`config.mk`:
```
export PLATFORM = sky130hd
export DESIGN_NAME = refresh_scheduler
export DESIGN_NICKNAME = d
export VERILOG_FILES = /design/src/rtl/refsched_pkg.sv /design/src/rtl/refsched_interval.sv /design/src/rtl/refsched_debt.sv /design/src/rtl/refsched_busy.sv /design/src/rtl/refresh_scheduler.sv
export SDC_FILE = /design/constraint.sdc
export NUM_CORES = 1
export LEC_CHECK = 0
export CAP_MARGIN = 30
export CORE_UTILIZATION = 55
export CTS_BUF_LIST = sky130_fd_sc_hd__clkbuf_2 sky130_fd_sc_hd__clkbuf_4 sky130_fd_sc_hd__clkbuf_8
export DETAILED_ROUTE_END_ITERATION = 8
export GPL_TIMING_DRIVEN = 0
export PLACE_DENSITY = 0.77
export SYNTH_ARGS = -nofsm -noshare
export SYNTH_HDL_FRONTEND = slang
export SYNTH_SLANG_ARGS = --single-unit
```
`constraint.sdc`:
```
create_clock -name clk -period 2.9 [get_ports clk]
set_input_delay 0.87 -clock clk [delete_from_list [all_inputs] [get_ports clk]]
set_output_delay 0.87 -clock clk [all_outputs]
set_load 0.05 [all_outputs]
```
`src/rtl/refsched_pkg.sv`:
```
// Package: refsched_pkg
// Shared helpers for the refresh scheduler. Converts picosecond timing
// values into whole clock cycles, always rounding up so that no timing
// minimum is ever shortened.
package refsched_pkg;

    // Rounds a duration in picoseconds up to a whole number of clock cycles.
    function automatic int ps_to_cycles(input int dur_ps, input int clk_ps);
        return (dur_ps + clk_ps - 1) / clk_ps;
    endfunction

endpackage

```
`src/rtl/refsched_interval.sv`:
```
// Module: refsched_interval
// Down-counter for the average refresh interval. Emits a one-cycle expiry
// pulse, then reloads with the normal or the hot length. The length is
// picked from hot_i at the reload edge only.
// Assumes: NORM_CYC >= 2 and HOT_CYC >= 1.
module refsched_interval #(
    parameter int NORM_CYC = 3120,
    parameter int HOT_CYC  = 1560,
    localparam int CW      = $clog2(NORM_CYC + 1)
) (
    input  logic clk,
    input  logic rst_n,
    input  logic hot_i,
    output logic expire_o
);

    localparam logic [CW-1:0] NORM_LD = CW'(NORM_CYC - 1);
    localparam logic [CW-1:0] HOT_LD  = CW'(HOT_CYC - 1);

    logic [CW-1:0] cnt_q;
    logic [CW-1:0] reload_val;

    // Picks the reload value from the temperature flag.
    always_comb reload_val = hot_i ? HOT_LD : NORM_LD;

    // Counts down and reloads on reset or on expiry.
    always_ff @(posedge clk) begin
        if (!rst_n || cnt_q == '0) begin
            cnt_q <= reload_val;
        end else begin
            cnt_q <= cnt_q - 1'b1;
        end
    end

    // Expiry is the cycle in which the counter sits at zero.
    always_comb expire_o = rst_n && (cnt_q == '0);

endmodule

```
`src/rtl/refsched_debt.sv`:
```
// Module: refsched_debt
// Saturating count of refreshes owed. Goes up by one on inc_i and down by
// one on dec_i; both together leave it unchanged. At LIMIT, an increment
// is dropped.
// Assumes: the caller asserts dec_i only while the count is non-zero.
module refsched_debt #(
    parameter int LIMIT = 8,
    localparam int DW   = $clog2(LIMIT + 1)
) (
    input  logic          clk,
    input  logic          rst_n,
    input  logic          inc_i,
    input  logic          dec_i,
    output logic [DW-1:0] debt_o
);

    localparam logic [DW-1:0] LIM_V = DW'(LIMIT);

    logic [DW-1:0] debt_q;

    // Updates the owed count: saturating increment, plain decrement.
    always_ff @(posedge clk) begin
        if (!rst_n) begin
            debt_q <= '0;
        end else if (inc_i && !dec_i) begin
            if (debt_q != LIM_V) debt_q <= debt_q + 1'b1;
        end else if (dec_i && !inc_i) begin
            debt_q <= debt_q - 1'b1;
        end
    end

    // Drives the count out unchanged.
    always_comb debt_o = debt_q;

endmodule

```
`src/rtl/refsched_busy.sv`:
```
// Module: refsched_busy
// Refresh cycle time window. After start_i, busy_o is high for exactly
// WIN_CYC cycles. A zero-length window ties busy_o low.
// Assumes: start_i never arrives while the window is open.
module refsched_busy #(
    parameter int WIN_CYC = 51,
    localparam int BW     = $clog2(WIN_CYC + 1) < 1 ? 1 : $clog2(WIN_CYC + 1)
) (
    input  logic clk,
    input  logic rst_n,
    input  logic start_i,
    output logic busy_o
);

    generate
        if (WIN_CYC == 0) begin : g_none
            // No window to time: busy never rises.
            always_comb busy_o = 1'b0;
        end else begin : g_win
            logic [BW-1:0] left_q;

            // Loads the window length on start and counts it down to zero.
            always_ff @(posedge clk) begin
                if (!rst_n) begin
                    left_q <= '0;
                end else if (start_i) begin
                    left_q <= BW'(WIN_CYC);
                end else if (left_q != '0) begin
                    left_q <= left_q - 1'b1;
                end
            end

            // Busy while time is left in the window.
            always_comb busy_o = (left_q != '0);
        end
    endgenerate

endmodule

```
`src/rtl/refresh_scheduler.sv`:
```
// Module: refresh_scheduler
// Schedules periodic auto-refresh for a DDR2 controller. It counts the
// refresh interval, halving it when hot, and keeps a bounded count of
// owed refreshes. It requests a refresh while any is owed and blocks
// commands for the refresh cycle time after each granted refresh.
// Assumes: grant_i is a one-cycle pulse from the arbiter; durations are
// given in picoseconds.
module refresh_scheduler
    import refsched_pkg::*;
#(
    parameter int CLK_PS       = 2500,
    parameter int TREFI_PS     = 7_800_000,
    parameter int TRFC_PS      = 127_500,
    parameter int POSTPONE_MAX = 8,
    localparam int DEBT_W      = $clog2(POSTPONE_MAX + 1)
) (
    input  logic              clk,
    input  logic              rst_n,
    input  logic              hot_i,
    input  logic              grant_i,
    output logic              ref_req_o,
    output logic              ref_urgent_o,
    output logic              busy_o,
    output logic [DEBT_W-1:0] debt_o
);

    localparam int NORM_CYC = ps_to_cycles(TREFI_PS, CLK_PS);
    localparam int HOT_CYC  = ps_to_cycles(TREFI_PS / 2 + TREFI_PS % 2, CLK_PS);
    localparam int TRFC_CYC = ps_to_cycles(TRFC_PS, CLK_PS);
    localparam logic [DEBT_W-1:0] LIM_V = DEBT_W'(POSTPONE_MAX);

    logic expire;
    logic accept;
    logic busy;
    logic [DEBT_W-1:0] debt;

    refsched_interval #(
        .NORM_CYC(NORM_CYC),
        .HOT_CYC (HOT_CYC)
    ) u_interval (
        .clk     (clk),
        .rst_n   (rst_n),
        .hot_i   (hot_i),
        .expire_o(expire)
    );

    refsched_debt #(
        .LIMIT(POSTPONE_MAX)
    ) u_debt (
        .clk   (clk),
        .rst_n (rst_n),
        .inc_i (expire),
        .dec_i (accept),
        .debt_o(debt)
    );

    refsched_busy #(
        .WIN_CYC(TRFC_CYC)
    ) u_busy (
        .clk    (clk),
        .rst_n  (rst_n),
        .start_i(accept),
        .busy_o (busy)
    );

    // A grant counts only when a request is actually outstanding.
    always_comb accept = grant_i && ref_req_o;

    // Drives the arbiter-facing outputs.
    always_comb begin
        ref_req_o    = (debt != '0) && !busy;
        ref_urgent_o = (debt == LIM_V);
        busy_o       = busy;
        debt_o       = debt;
    end

endmodule

```
==> results of run 1 <==
-- per-layer routing --
layer	vias to the layer above	share of wire [%]
li1	473	-
met1	427	46
met2	11	50
met3	4	2.2
met4	0	1.4
met5	-	0
-- worst paths after layout --
check,end,slack (ns),cells past startpoint
hold reg to reg,u_interval.cnt_q[0],0.41,1
setup / recovery,u_debt.debt_o[3],0.13,9
hold / removal,u_interval.cnt_q[0],0.41,1
setup reg to reg,u_debt.debt_o[3],0.25,12
-- timing repair --
item,4_1_cts,5_1_grt
buffers inserted,0,0
endpoints found under the setup margin,4,3
gates resized for setup,6,5
-- worst max-delay path, stage by stage --
cell             delay [ns]
clkdlybuf4s50_1        0.55
buf_4                  0.19
nand3_1                0.15
ha_1                   0.31
a21o_1                 0.17
a21o_2                 0.21
and4_1                 0.21
nor3_1                 0.12
and3b_1                0.19
-- synth_stat cells, types with 2 or more instances --
library cell | instances | area [um2]
nor3_1 | 4 | 20.0
and3_1 | 2 | 12.5
nor2_1 | 12 | 45.0
xor2_1 | 4 | 35.0
and2_1 | 3 | 18.8
inv_1 | 5 | 18.8
nor2b_1 | 3 | 18.8
nand3_1 | 4 | 20.0
nor3_2 | 2 | 20.0
a21oi_1 | 7 | 35.0
dfxtp_1 | 22 | 440
nor4_1 | 2 | 12.5
xnor2_1 | 13 | 114
ha_1 | 6 | 75.1
nand2_1 | 14 | 52.6
clkbuf_1 | 2 | 7.51
o22ai_1 | 2 | 12.5
-- sequential cells by signal, summed over array words and instances (netlist names) --
name,flops
u_busy.g_win.left_q,6
u_debt.debt_o,4
u_interval.cnt_q,12
-- area by class of cell --
cell class                 count  share of cell area [%]
multi-input combinational     98                    53.3
inverter                       5                    1.38
timing repair buffer          10                    7.29
tap                           27                    2.49
buffer                         3                    1.38
clock buffer                   3                    1.66
sequential                    22                    32.5
-- metrics by stage --
step | total power [mW] | utilization, % | hold WS [ns] | std cells
after floorplan | 0.629 | - | 0.371 | 128
after global placement | 0.677 | 66.3 | 0.383 | 165
after detailed placement | 0.690 | 66.3 | 0.391 | 165
after CTS | 0.817 | 67.4 | 0.419 | 168
after global routing | 0.868 | 67.8 | 0.426 | 168
final | 0.812 | 67.8 | 0.413 | 168
-- power breakdown --
| part | switching [mW] | total [mW] | internal [mW] |
|---|---|---|---|
| Sequential | 0.0423 | 0.385 | 0.342 |
| Combinational | 0.164 | 0.297 | 0.132 |
| Clock | 0.0827 | 0.131 | 0.0484 |
-- cell families after synthesis --
logic type | synth area share (%)
buffers and inverters | 2.83
AND/OR/NAND/NOR | 30.3
adder cells (fa/ha/maj) | 7.97
XOR/XNOR | 12.5
AO/OA/AOI/OAI | 8.19
multiplexers | 1.26
flip-flops | 36.9
==> out/results.ini, run 1 <==
[setup_path]
crit_start=rst_n
crit_path_max_fanout=10
path_class=in2reg
crit_path_start_kind=primary input
cp.arrival_ns=2.98
cp-end-kind=flop
required_ns=3.10
worst_r2r_startpoint=u_interval.cnt_q[0]

[synth]
seq_area_frac_synth_pct=36.9
syn-num-nets=139
synth_seq_cells=22
ys_types=38
synth.cell_area_um2=1190
synth_edf_count=0
synthArstFlopShare_pct=0
ys_warn_count=0
ys.flop_type=dfxtp_1
syn_inst=128
syn_avg_cell_area_um2=9.32

[grt]
met1_usage_pct=23.4
grt_pass1_wl_mm=3.59
grt_max_degree=12
grt.overflow.total=0
grtUsageMet2_pct=34.3
antenna_found_initial=0
grt_usage_pct=19.7
grt-busiest-layer=met2
met3_usage_pct=3.77
grt_pass1_vias=843

[placed_design]
numPortBuffers=10
place_ws_ns=-0.418
postPlaceCellArea_um2=1330
place.gp.congestion=0.787
hpwl_mm=1.55

[timing]
fin_crit_sh_pct=95.6
min_period_ns=2.77
rsz0062_at_grt=false
fmax_mhz=361
finalClockSkew_ns=0.00422
drv_slew=0
relSlewSlack_pct=67.0
worst_pin_slew_ns=0.490
setup_violations=0
tns_ns=0
setup_ws_ns=0.128
hold_violations=0

[floorplan]
rows=16
ioPinCount=11
dieArea_um2=2360
die_y_um=48.6
start_util_pct=59.6
coreArea_um2=2000
dieWidth_um=48.6

[clock_tree]
numCtsBuffers=3
clock_path_buffers=2
htree_levels=1
cts_hold_buf=0
cts_sinks=22
cts_tree=built
clkSlewWorstSetupHoldPaths_ns=0.11
insertion_delay_ns=0.30
clock-root-buffer=clkbuf_4

[power]
ir_drop_mv=0.425
p_per_area_nw_per_um2=599
p_leak_nw=0.550

[finish]
layout-drive-gt1-share_pct=12.8
finalNetCount=154
regArea_um2=440
diodes=0
fill_cells=179
multi_input_area_um2=723
final_cell_mix=dfxtp_1 (22), xnor2_1 (13), nand2_1 (13)
synthToLayoutAreaGrowth_pct=13.7
fin_area_um2=1360
final_common_cell=dfxtp_1

[drt]
wirelength_mm=1.96
viasPerCell=5.45
drc_errors=0
wire_per_inst_um=11.7
dr.pass1.iters=4
final_antenna_net_count=0
drt_iter0_drc=11
vias=915

[hold_path]
min_from=u_interval.cnt_q[0]
hp-class=reg2reg

[flow_run]
maxCapViolations=0

[status]
status=complete, no violations

Note: power is estimated with default switching activity, not from simulation.
==> inputs of run 2 (changes only) <==
--- a/config.mk
+++ b/config.mk
@@ -9,8 +9,10 @@
 export CORE_UTILIZATION = 55
 export CTS_BUF_LIST = sky130_fd_sc_hd__clkbuf_2 sky130_fd_sc_hd__clkbuf_4 sky130_fd_sc_hd__clkbuf_8
 export DETAILED_ROUTE_END_ITERATION = 8
+export DONT_BUFFER_PORTS = 1
 export GPL_TIMING_DRIVEN = 0
-export PLACE_DENSITY = 0.77
+export HOLD_SLACK_MARGIN = 0.12
+export PLACE_DENSITY = 0.7
 export SYNTH_ARGS = -nofsm -noshare
 export SYNTH_HDL_FRONTEND = slang
 export SYNTH_SLANG_ARGS = --single-unit
==> run 2 against run 1 <==
Against the previous run: die area unchanged; worst setup slack better by 0.027 ns; critical path type is now reg2out; worst hold slack better by 0.0071 ns; largest power group unchanged; register-to-register slack hardly changed; global-route usage rose by 0.25 points.
==> out/results.ini, run 2 (synthesized netlist as in run 1, its figures left out) <==
[grt]
grt.overflow.total=0
grtUsageMet2_pct=32.6
met1_usage_pct=25.5
met3_usage_pct=3.77
antenna_found_initial=0
grt_pass1_wl_mm=3.63
grt_pass1_vias=815
grt-busiest-layer=met2
grt_usage_pct=19.9
grt_max_degree=12

[timing]
hold_violations=0
drv_slew=0
setup_ws_ns=0.156
worst_pin_slew_ns=0.753
finalClockSkew_ns=0.00302
fmax_mhz=364
fin_crit_sh_pct=94.6
relSlewSlack_pct=49.7
rsz0062_at_grt=false
min_period_ns=2.74
setup_violations=0

[clock_tree]
cts_sinks=22
clock-root-buffer=clkbuf_4
cts_tree=built
clkSlewWorstSetupHoldPaths_ns=0.11
numCtsBuffers=3
clock_path_buffers=2
insertion_delay_ns=0.30
htree_levels=1
cts_hold_buf=0

[floorplan]
start_util_pct=59.6
coreArea_um2=2000
ioPinCount=11
dieWidth_um=48.6
die_y_um=48.6
rows=16
dieArea_um2=2360

[finish]
synthToLayoutAreaGrowth_pct=7.45
final_cell_mix=dfxtp_1 (20), xnor2_1 (13), nand2_1 (13)
layout-drive-gt1-share_pct=14.5
multi_input_area_um2=748
regArea_um2=443
diodes=0
fill_cells=164
largest_reg_flops=12
final_common_cell=dfxtp_1
largest_register=u_interval.cnt_q
finalNetCount=144

[power]
ir_drop_mv=0.349
p_leak_nw=0.517
p_total_uw=814
p_per_area_nw_per_um2=635

[drt]
drc_errors=0
wire_per_inst_um=12.6
wirelength_mm=1.99
viasPerCell=5.45
vias=861
dr.pass1.iters=4
drt_iter0_drc=15
final_antenna_net_count=0

[placed_design]
numPortBuffers=0
hpwl_mm=1.51
place.gp.congestion=0.773
place_ws_ns=-0.117

[setup_path]
required_ns=2.03
path_class=reg2out
cp.arrival_ns=1.87
crit_path_max_fanout=6
crit_path_start_kind=flop
cp-end-kind=output port

[status]
status=complete, no violations

[flow_run]
maxCapViolations=0

[hold_path]
hp-class=reg2reg

[run 2: cell types whose count changed in the layout (fill, tap and decap cells not counted), moves of 2 or more]
cell / before / now
dfxtp_2: 0 / 2
dlygate4sd2_1: 2 / 0
dfxtp_1: 22 / 20
clkdlybuf4s50_1: 7 / 0
[run 2: stage by stage]
| step | util [%] | hold WS, ns | cells | TNS, ns | instance area, um2 |
|---|---|---|---|---|---|
| floorplan | - | 0.371 | 128 | 0 | 1190 |
| global placement | 61.3 | 0.382 | 155 | -0.102 | 1230 |
| detailed placement | 61.3 | 0.398 | 155 | -0.117 | 1230 |
| CTS | 63.6 | 0.425 | 158 | 0 | 1270 |
| global route | 64.0 | 0.434 | 158 | 0 | 1280 |
| finish | 64.0 | 0.420 | 158 | 0 | 1280 |
[run 2: routing by layer]
metal	up-vias	routed length, um	share of wire, %
met5	-	0	0
met4	0	17	0.86
met2	9	965	49
met1	399	957	48
li1	451	-	-
met3	2	45	2.3
[run 2: worst paths after layout]
kind | start | to | slack, ns | depth (start not counted)
worst min-delay path | u_interval.cnt_q[0] | u_interval.cnt_q[0] | 0.42 | 1
worst max-delay path | u_debt.debt_o[0] | ref_urgent_o | 0.16 | 2
worst max register to register | u_interval.cnt_q[0] | u_debt.debt_o[3] | 0.24 | 12
worst min register to register | u_interval.cnt_q[0] | u_interval.cnt_q[0] | 0.42 | 1
[run 2: cell type report]
type | instances | area share, %
inverters | 5 | 1.46
well taps | 27 | 2.64
multi-input cells | 98 | 58.4
clock buffers | 3 | 1.76
flip-flops and latches | 22 | 34.6
plain buffers | 3 | 1.17
[run 2: power by group]
part	total [mW]	switching, mW	internal, mW
clock	0.133	0.0842	0.0483
sequential	0.386	0.0432	0.342
combinational	0.296	0.175	0.121
[run 2: repair_timing]
action	4_1_cts	5_1_grt
setup endpoints to repair	2	3
buffers inserted	0	0
resized for setup	5	3
pin swaps	0	0
cloned	0	0
[run 2: critical path: stages (launching register included)]
cell and delay (ns):
dfxtp_1 0.58, or4b_1 0.64, inv_1 0.36
==> inputs of run 3 (changes only) <==
--- a/config.mk
+++ b/config.mk
@@ -13,6 +13,7 @@
 export GPL_TIMING_DRIVEN = 0
 export HOLD_SLACK_MARGIN = 0.12
 export PLACE_DENSITY = 0.7
+export SKIP_LAST_GASP = 1
 export SYNTH_ARGS = -nofsm -noshare
 export SYNTH_HDL_FRONTEND = slang
 export SYNTH_SLANG_ARGS = --single-unit
==> results of run 3 <==
No change in the layout: final DEF, timing and power equal those of run 2.
